`src/rtl/split_cycle_counter.sv`:
```
module split_cycle_counter #(
  parameter int W = 32
) (
  input  logic         clk,
  input  logic         rst,
  input  logic         inhibit,
  input  logic         wr_en,
  input  logic         sel,
  input  logic [W-1:0] wr_data,
  output logic [W-1:0] rd_data
);
  logic [W-1:0] lo_q, hi_q;
  logic         inc, lo_full, carry, wr_lo, wr_hi;

  assign inc     = ~inhibit;
  assign lo_full = &lo_q;
  assign carry   = inc & lo_full;
  assign wr_lo   = wr_en & ~sel;
  assign wr_hi   = wr_en & sel;

  always_ff @(posedge clk) begin
    if (rst) begin
      lo_q <= '0;
      hi_q <= '0;
    end else begin
      lo_q <= wr_lo ? wr_data : lo_q + W'(inc);
      hi_q <= wr_hi ? wr_data : hi_q + W'(carry);
    end
  end

  assign rd_data = sel ? hi_q : lo_q;
endmodule


```
`config.mk`:
```
export PLATFORM = sky130hd
export DESIGN_NAME = split_cycle_counter
export DESIGN_NICKNAME = d
export VERILOG_FILES = /design/src/rtl/split_cycle_counter.sv
export SDC_FILE = /design/constraint.sdc
export NUM_CORES = 1
export LEC_CHECK = 0
export BUFFER_PORTS_ARGS = -buffer_cell sky130_fd_sc_hd__clkbuf_2
export CAP_MARGIN = 20
export CELL_PAD_IN_SITES_DETAIL_PLACEMENT = 1
export CELL_PAD_IN_SITES_GLOBAL_PLACEMENT = 2
export CORE_ASPECT_RATIO = 0.7
export CORE_MARGIN = 2
export CORE_UTILIZATION = 33
export DETAILED_ROUTE_END_ITERATION = 16
export PLACE_DENSITY = 0.77
export SKIP_CTS_REPAIR_TIMING = 1
export SLEW_MARGIN = 10
export SYNTH_ARGS = -nofsm -noshare
export SYNTH_HDL_FRONTEND = slang
export SYNTH_SLANG_ARGS = --single-unit
```
`constraint.sdc`:
```
create_clock -name clk -period 3.5 [get_ports clk]
set_input_delay 0.35 -clock clk [delete_from_list [all_inputs] [get_ports clk]]
set_output_delay 0.35 -clock clk [all_outputs]
set_load 0.05 [all_outputs]
```
Word level (Yosys, flattened, before mapping)
Cells that the tools add are included.

storage, ports and cells
  flip-flop bits (word level) = 64
  bits of input ports = 37
  output and inout port bits = 32
  word-level logic and storage cells = 13

operators by class
  add/subtract/negate cells = 2
  mux-type cells = 3
  reduce and logical (&&, ||, !) cells = 1
  bitwise gates (word level) = 5

operators by type and width
  kind                                      number
  32-bit 2-to-1 mux                         3
  32-bit by 1-bit adder with 32-bit output  2
  32-bit AND reduction                      1
  1-bit bitwise AND                         3
  1-bit NOT                                 2

Depth between registers and ports, before layout
  word-level depth = 4
  depth in mapped cells = 11
  mapped depth without buffers = 11

Least setup slack after synthesis
OpenSTA, ideal clock, no wires.

  path kind = register -> register
  start = register lo_q[12]
  end = register hi_q[24]
  buffers on the path = 1
  data arrival time = 2.693 ns
  clock period less this slack = 2.779 ns
  required time = 3.414 ns
  library setup time = 0.086 ns
  cell stages (with the launch flop) = 12
  path slack = 0.721 ns
  cells stage by stage = dfxtp_1 and4_1 clkbuf_2 nand4_2 nor4_1 ha_1 ha_1 nand4_1 nor4_2 nand4_1 xor2_1 a211oi_1

between the ends
  longest elaborated chain between the ends = 4

RTL lines
  item                                      line  RTL
  from (decl)                               12    logic [W-1:0] lo_q, hi_q;
  from (signal assigned)                    26    lo_q <= wr_lo ? wr_data : lo_q + W'(inc);
  32-bit AND reduction                      16    assign lo_full = &lo_q;
  1-bit bitwise AND                         17    assign carry = inc & lo_full;
  32-bit by 1-bit adder with 32-bit output  27    hi_q <= wr_hi ? wr_data : hi_q + W'(carry);
  32-bit 2-to-1 mux                         27
  to (signal assigned)                      27
  to (decl)                                 12

No other way between the ends.
A chain may end at the register's enable or synchronous reset.

Final worst setup path
  start = register lo_q[24]
  end = register hi_q[24]

Same word-level chain as after synthesis.

==> results.txt <==
The flow ran to the end, and the final reports show no timing, DRC or antenna violations. The synthesized design spends more area on one cell type than any other, namely sky130_fd_sc_hd__dfxtp_1. The static power due to leakage came out at 1.70 nW. The die covers 12300 um^2. The HPWL after detailed placement came out at 8910 um. For this run, the share of the core covered by cells in the final layout is 41.5%. After synthesis the netlist holds a flip-flop and latch count of 64. The final count of hold timing violations was 0. The number of buffers inserted during clock tree synthesis is 9.

Setup violations remaining at the end of the flow were counted as 0. After detailed routing, the number of remaining DRC violations is 0. The max-capacitance violation count came out at 0. The total number of placement rows came out at 32.

The number of buffers on the longest clock path came out at 2. The final period utilization came out at 85.9%. The library cell contributing the largest single delay on the critical path is sky130_fd_sc_hd__nor4_2.

Walking the worst path, the cells encountered are and4_1, nand4_1, nor4_1, ha_1, ha_1, nand4_1, nor4_2, nand4_1, xor2_1, a211oi_1. For this run, the post-layout net count is 550. The final hold slack came out at 257 ps.

The mean post-synth cell area came out at 8.40 um^2. The number of warnings reported in the yosys synthesis log came out at 0. The critical path arrival came out at 3240 ps.

The total non-filler cell area in the finished layout came out at 4590 um^2. Global routing used 21.2% of the available tracks across all layers. The vertical extent of the die came out at 93.4 um. The count of routing violations after the opening detailed-route iteration came out at 220. Along the worst path, the maximum fanout reaches 7. The most repeated library cell on the critical path is sky130_fd_sc_hd__nand4_1. The worst setup path is of the reg2reg kind. During placement, the flow inserted port buffers numbering 68. The remaining global-route overflow is 0. The detailed-routing iteration count for the pre-antenna-repair pass came out at 4.

The final-layout setup total negative slack came out at 0 ps. The average wire per cell in the routed design is 18.4 um. STA classifies the critical path startpoint as a flop. The via density per instance is 5.34.

The final routed wirelength across all metal layers is 12300 um. The filler cell count came out at 1355. The total via count in the routed design is 3563. The net count of the mapped netlist is 489. The tree is rooted in a sky130_fd_sc_hd__clkbuf_16. The H-tree depth reported by CTS came out at 3.

The number of buffers and inverters on the critical path is 0. Setup repair after global routing left no endpoint under its margin. The minimum clock period after layout is 3010 ps. The delay contributed by the slowest stage of the critical path is 480 ps. Relative to the synthesized area, the layout overhead comes to 21.8%. The worst-case IR drop observed on VDD is 0.225 mV. The top cell type by area accounts for 34.0% of the synthesized area. The final number of max-transition violations came out at 0. At the worst endpoint, the required time is 3730 ps. The class of the worst hold path is in2reg.

The top achievable clock speed came out at 332 MHz. The repair_antennas step left the layout with diodes totalling 0. The initial antenna violation count came to 0. After synthesis, the cell types taking the most area are sky130_fd_sc_hd__dfxtp_1 (34%), sky130_fd_sc_hd__a211oi_1 (10%), sky130_fd_sc_hd__mux2_2 (9.3%), sky130_fd_sc_hd__xor2_1 (6.7%), sky130_fd_sc_hd__nor2_1 (6.6%). The largest net degree at the start of global routing came out at 45. The sequential area share after synthesis came out at 34.0%.

The instance count of the mapped netlist came out at 448. The placement-stage cell area came out at 4260 um^2. The kind of cell with the highest combined delay along the critical path is simple AND/OR/NAND/NOR gates. The final setup skew is 5.43 ps.

The number of I/O pins came out at 69. The slew at the pin with the worst max-slew slack came out at 1010 ps. The first global-routing pass estimated 20300 um of wire. The core region is 11100 um^2. The total standard cell area after synthesis came out at 3760 um^2. The width of the chip came out at 132 um.

The clock-pin slew on the worst setup and hold paths came out at 50 ps. TritonCTS built the clock tree. STA classifies the critical path endpoint as a flop. The via count of the first global-routing pass is 3675. The number of clock sinks is 64. The headroom to the max-slew limit is 32.9%. The remaining number of nets flagged by the antenna check after routing is 0. The latest clock arrival within the worst-skew pair is 330 ps. The ratio of total power to cell area is 469 nW/um^2. The fraction of layout instances using a drive strength above 1 came out at 26.3%. The congestion estimate from routability-driven global placement came to 0.819. The starting utilization of the core area is 34.1%. The distinct cell type count after synthesis came out at 33.
==> per-layer routing <==
layer  global-route usage [%]  wire, um
met1                     29.6      6250
met2                     32.9      5390
met3                     5.58       550
met4                     4.62        97
met5                        0         0
==> metrics by stage <==
| step | std cells | power (mW) | setup WS [ps] |
|---|---|---|---|
| after floorplan | 448 | 1.09 | 721 |
| after global placement | 651 | 1.19 | 650 |
| after detailed placement | 651 | 1.20 | 511 |
| after CTS | 667 | 2.18 | 499 |
| after global routing | 667 | 2.24 | 74.7 |
| final | 667 | 2.15 | 492 |
==> where the power goes <==
group	internal, mW	leakage (nW)	switching, mW	total (mW)
sequential	0.778	0.528	0.0686	0.847
clock	0.638	0.158	0.332	0.971
combinational	0.114	1.01	0.220	0.334
==> worst reg2reg max path, delay by kind of cell, from the launching register on <==
kind,cells,cell delay [ps]
simple gates,6,1610
compound gates,1,220
fa+ha+maj,2,460
flops,1,440
xor+xnor,1,180
==> state kept, by name (all words and copies together) (netlist names) <==
register and flops:
lo_q 32, hi_q 32
==> synth_stat cells <==
cell / number
sky130_fd_sc_hd__xnor2_1: 23
sky130_fd_sc_hd__buf_2: 1
sky130_fd_sc_hd__buf_1: 3
sky130_fd_sc_hd__a311oi_1: 8
sky130_fd_sc_hd__ha_1: 4
sky130_fd_sc_hd__nor4_2: 1
sky130_fd_sc_hd__nor2_1: 66
sky130_fd_sc_hd__nand2b_1: 1
sky130_fd_sc_hd__or4_1: 1
sky130_fd_sc_hd__and4_1: 9
sky130_fd_sc_hd__nand3_1: 25
sky130_fd_sc_hd__a21oi_1: 5
sky130_fd_sc_hd__nand4_2: 3
sky130_fd_sc_hd__nand3b_1: 2
sky130_fd_sc_hd__or3_1: 8
sky130_fd_sc_hd__nor2b_1: 1
sky130_fd_sc_hd__nand4_1: 14
sky130_fd_sc_hd__xor2_1: 29
sky130_fd_sc_hd__o21ai_0: 9
sky130_fd_sc_hd__and3_1: 6
sky130_fd_sc_hd__nand3_2: 1
sky130_fd_sc_hd__and2_1: 4
sky130_fd_sc_hd__nand2_1: 34
sky130_fd_sc_hd__o31ai_1: 1
sky130_fd_sc_hd__inv_1: 4
sky130_fd_sc_hd__clkbuf_2: 1
sky130_fd_sc_hd__dfxtp_1: 64
sky130_fd_sc_hd__a211oi_1: 50
sky130_fd_sc_hd__nor3_2: 4
sky130_fd_sc_hd__nor3_1: 8
sky130_fd_sc_hd__clkbuf_1: 22
sky130_fd_sc_hd__mux2_2: 31
sky130_fd_sc_hd__nor4_1: 5
==> kinds of logic after synthesis <==
group           after synthesis  synth area share [%]
mux                          31                  9.28
xor+xnor                     52                  12.1
buf+inv                      31                  3.16
simple gates                193                  26.2
flops                        64                  34.0
fa+ha+maj                     4                  1.33
compound gates               73                  13.9
==> layout by cell type, fill, tap and decap left out, drive strengths merged, types with 4 or more instances in the layout <==
master	instances
a211oi	50
a21oi	5
a311oi	8
and2	4
and3	6
and4	9
buf	9
clkbuf	78
dfxtp	64
ha	4
inv	4
mux2	31
nand2	34
nand3	26
nand4	17
nor2	66
nor3	12
nor4	6
o21ai	9
or3	8
xnor2	23
xor2	29
==> path summary, 6_finish.rpt <==
kind	from	to	slack, ps	cells past startpoint
worst max register to register	lo_q[24]$_SDFF_PP0_	hi_q[24]$_SDFF_PP0_	490	10
worst max-delay path	lo_q[24]$_SDFF_PP0_	hi_q[24]$_SDFF_PP0_	490	10
worst min-delay path	wr_data[0]	hi_q[0]$_SDFF_PP0_	260	3
worst min register to register	lo_q[18]$_SDFF_PP0_	lo_q[18]$_SDFF_PP0_	530	2
==> layout make-up <==
type / count / area [um^2] / share of cell area, %
Clock buffer: 10 / 239 / 5.21
Inverter: 4 / 15.0 / 0.327
Tap cell: 153 / 191 / 4.17
Timing Repair Buffer: 77 / 408 / 8.89
Sequential cell: 64 / 1280 / 27.9
Clock inverter: 6 / 82.6 / 1.80
Multi-Input combinational cell: 353 / 2370 / 51.7
(Power assumes the default switching activity.)
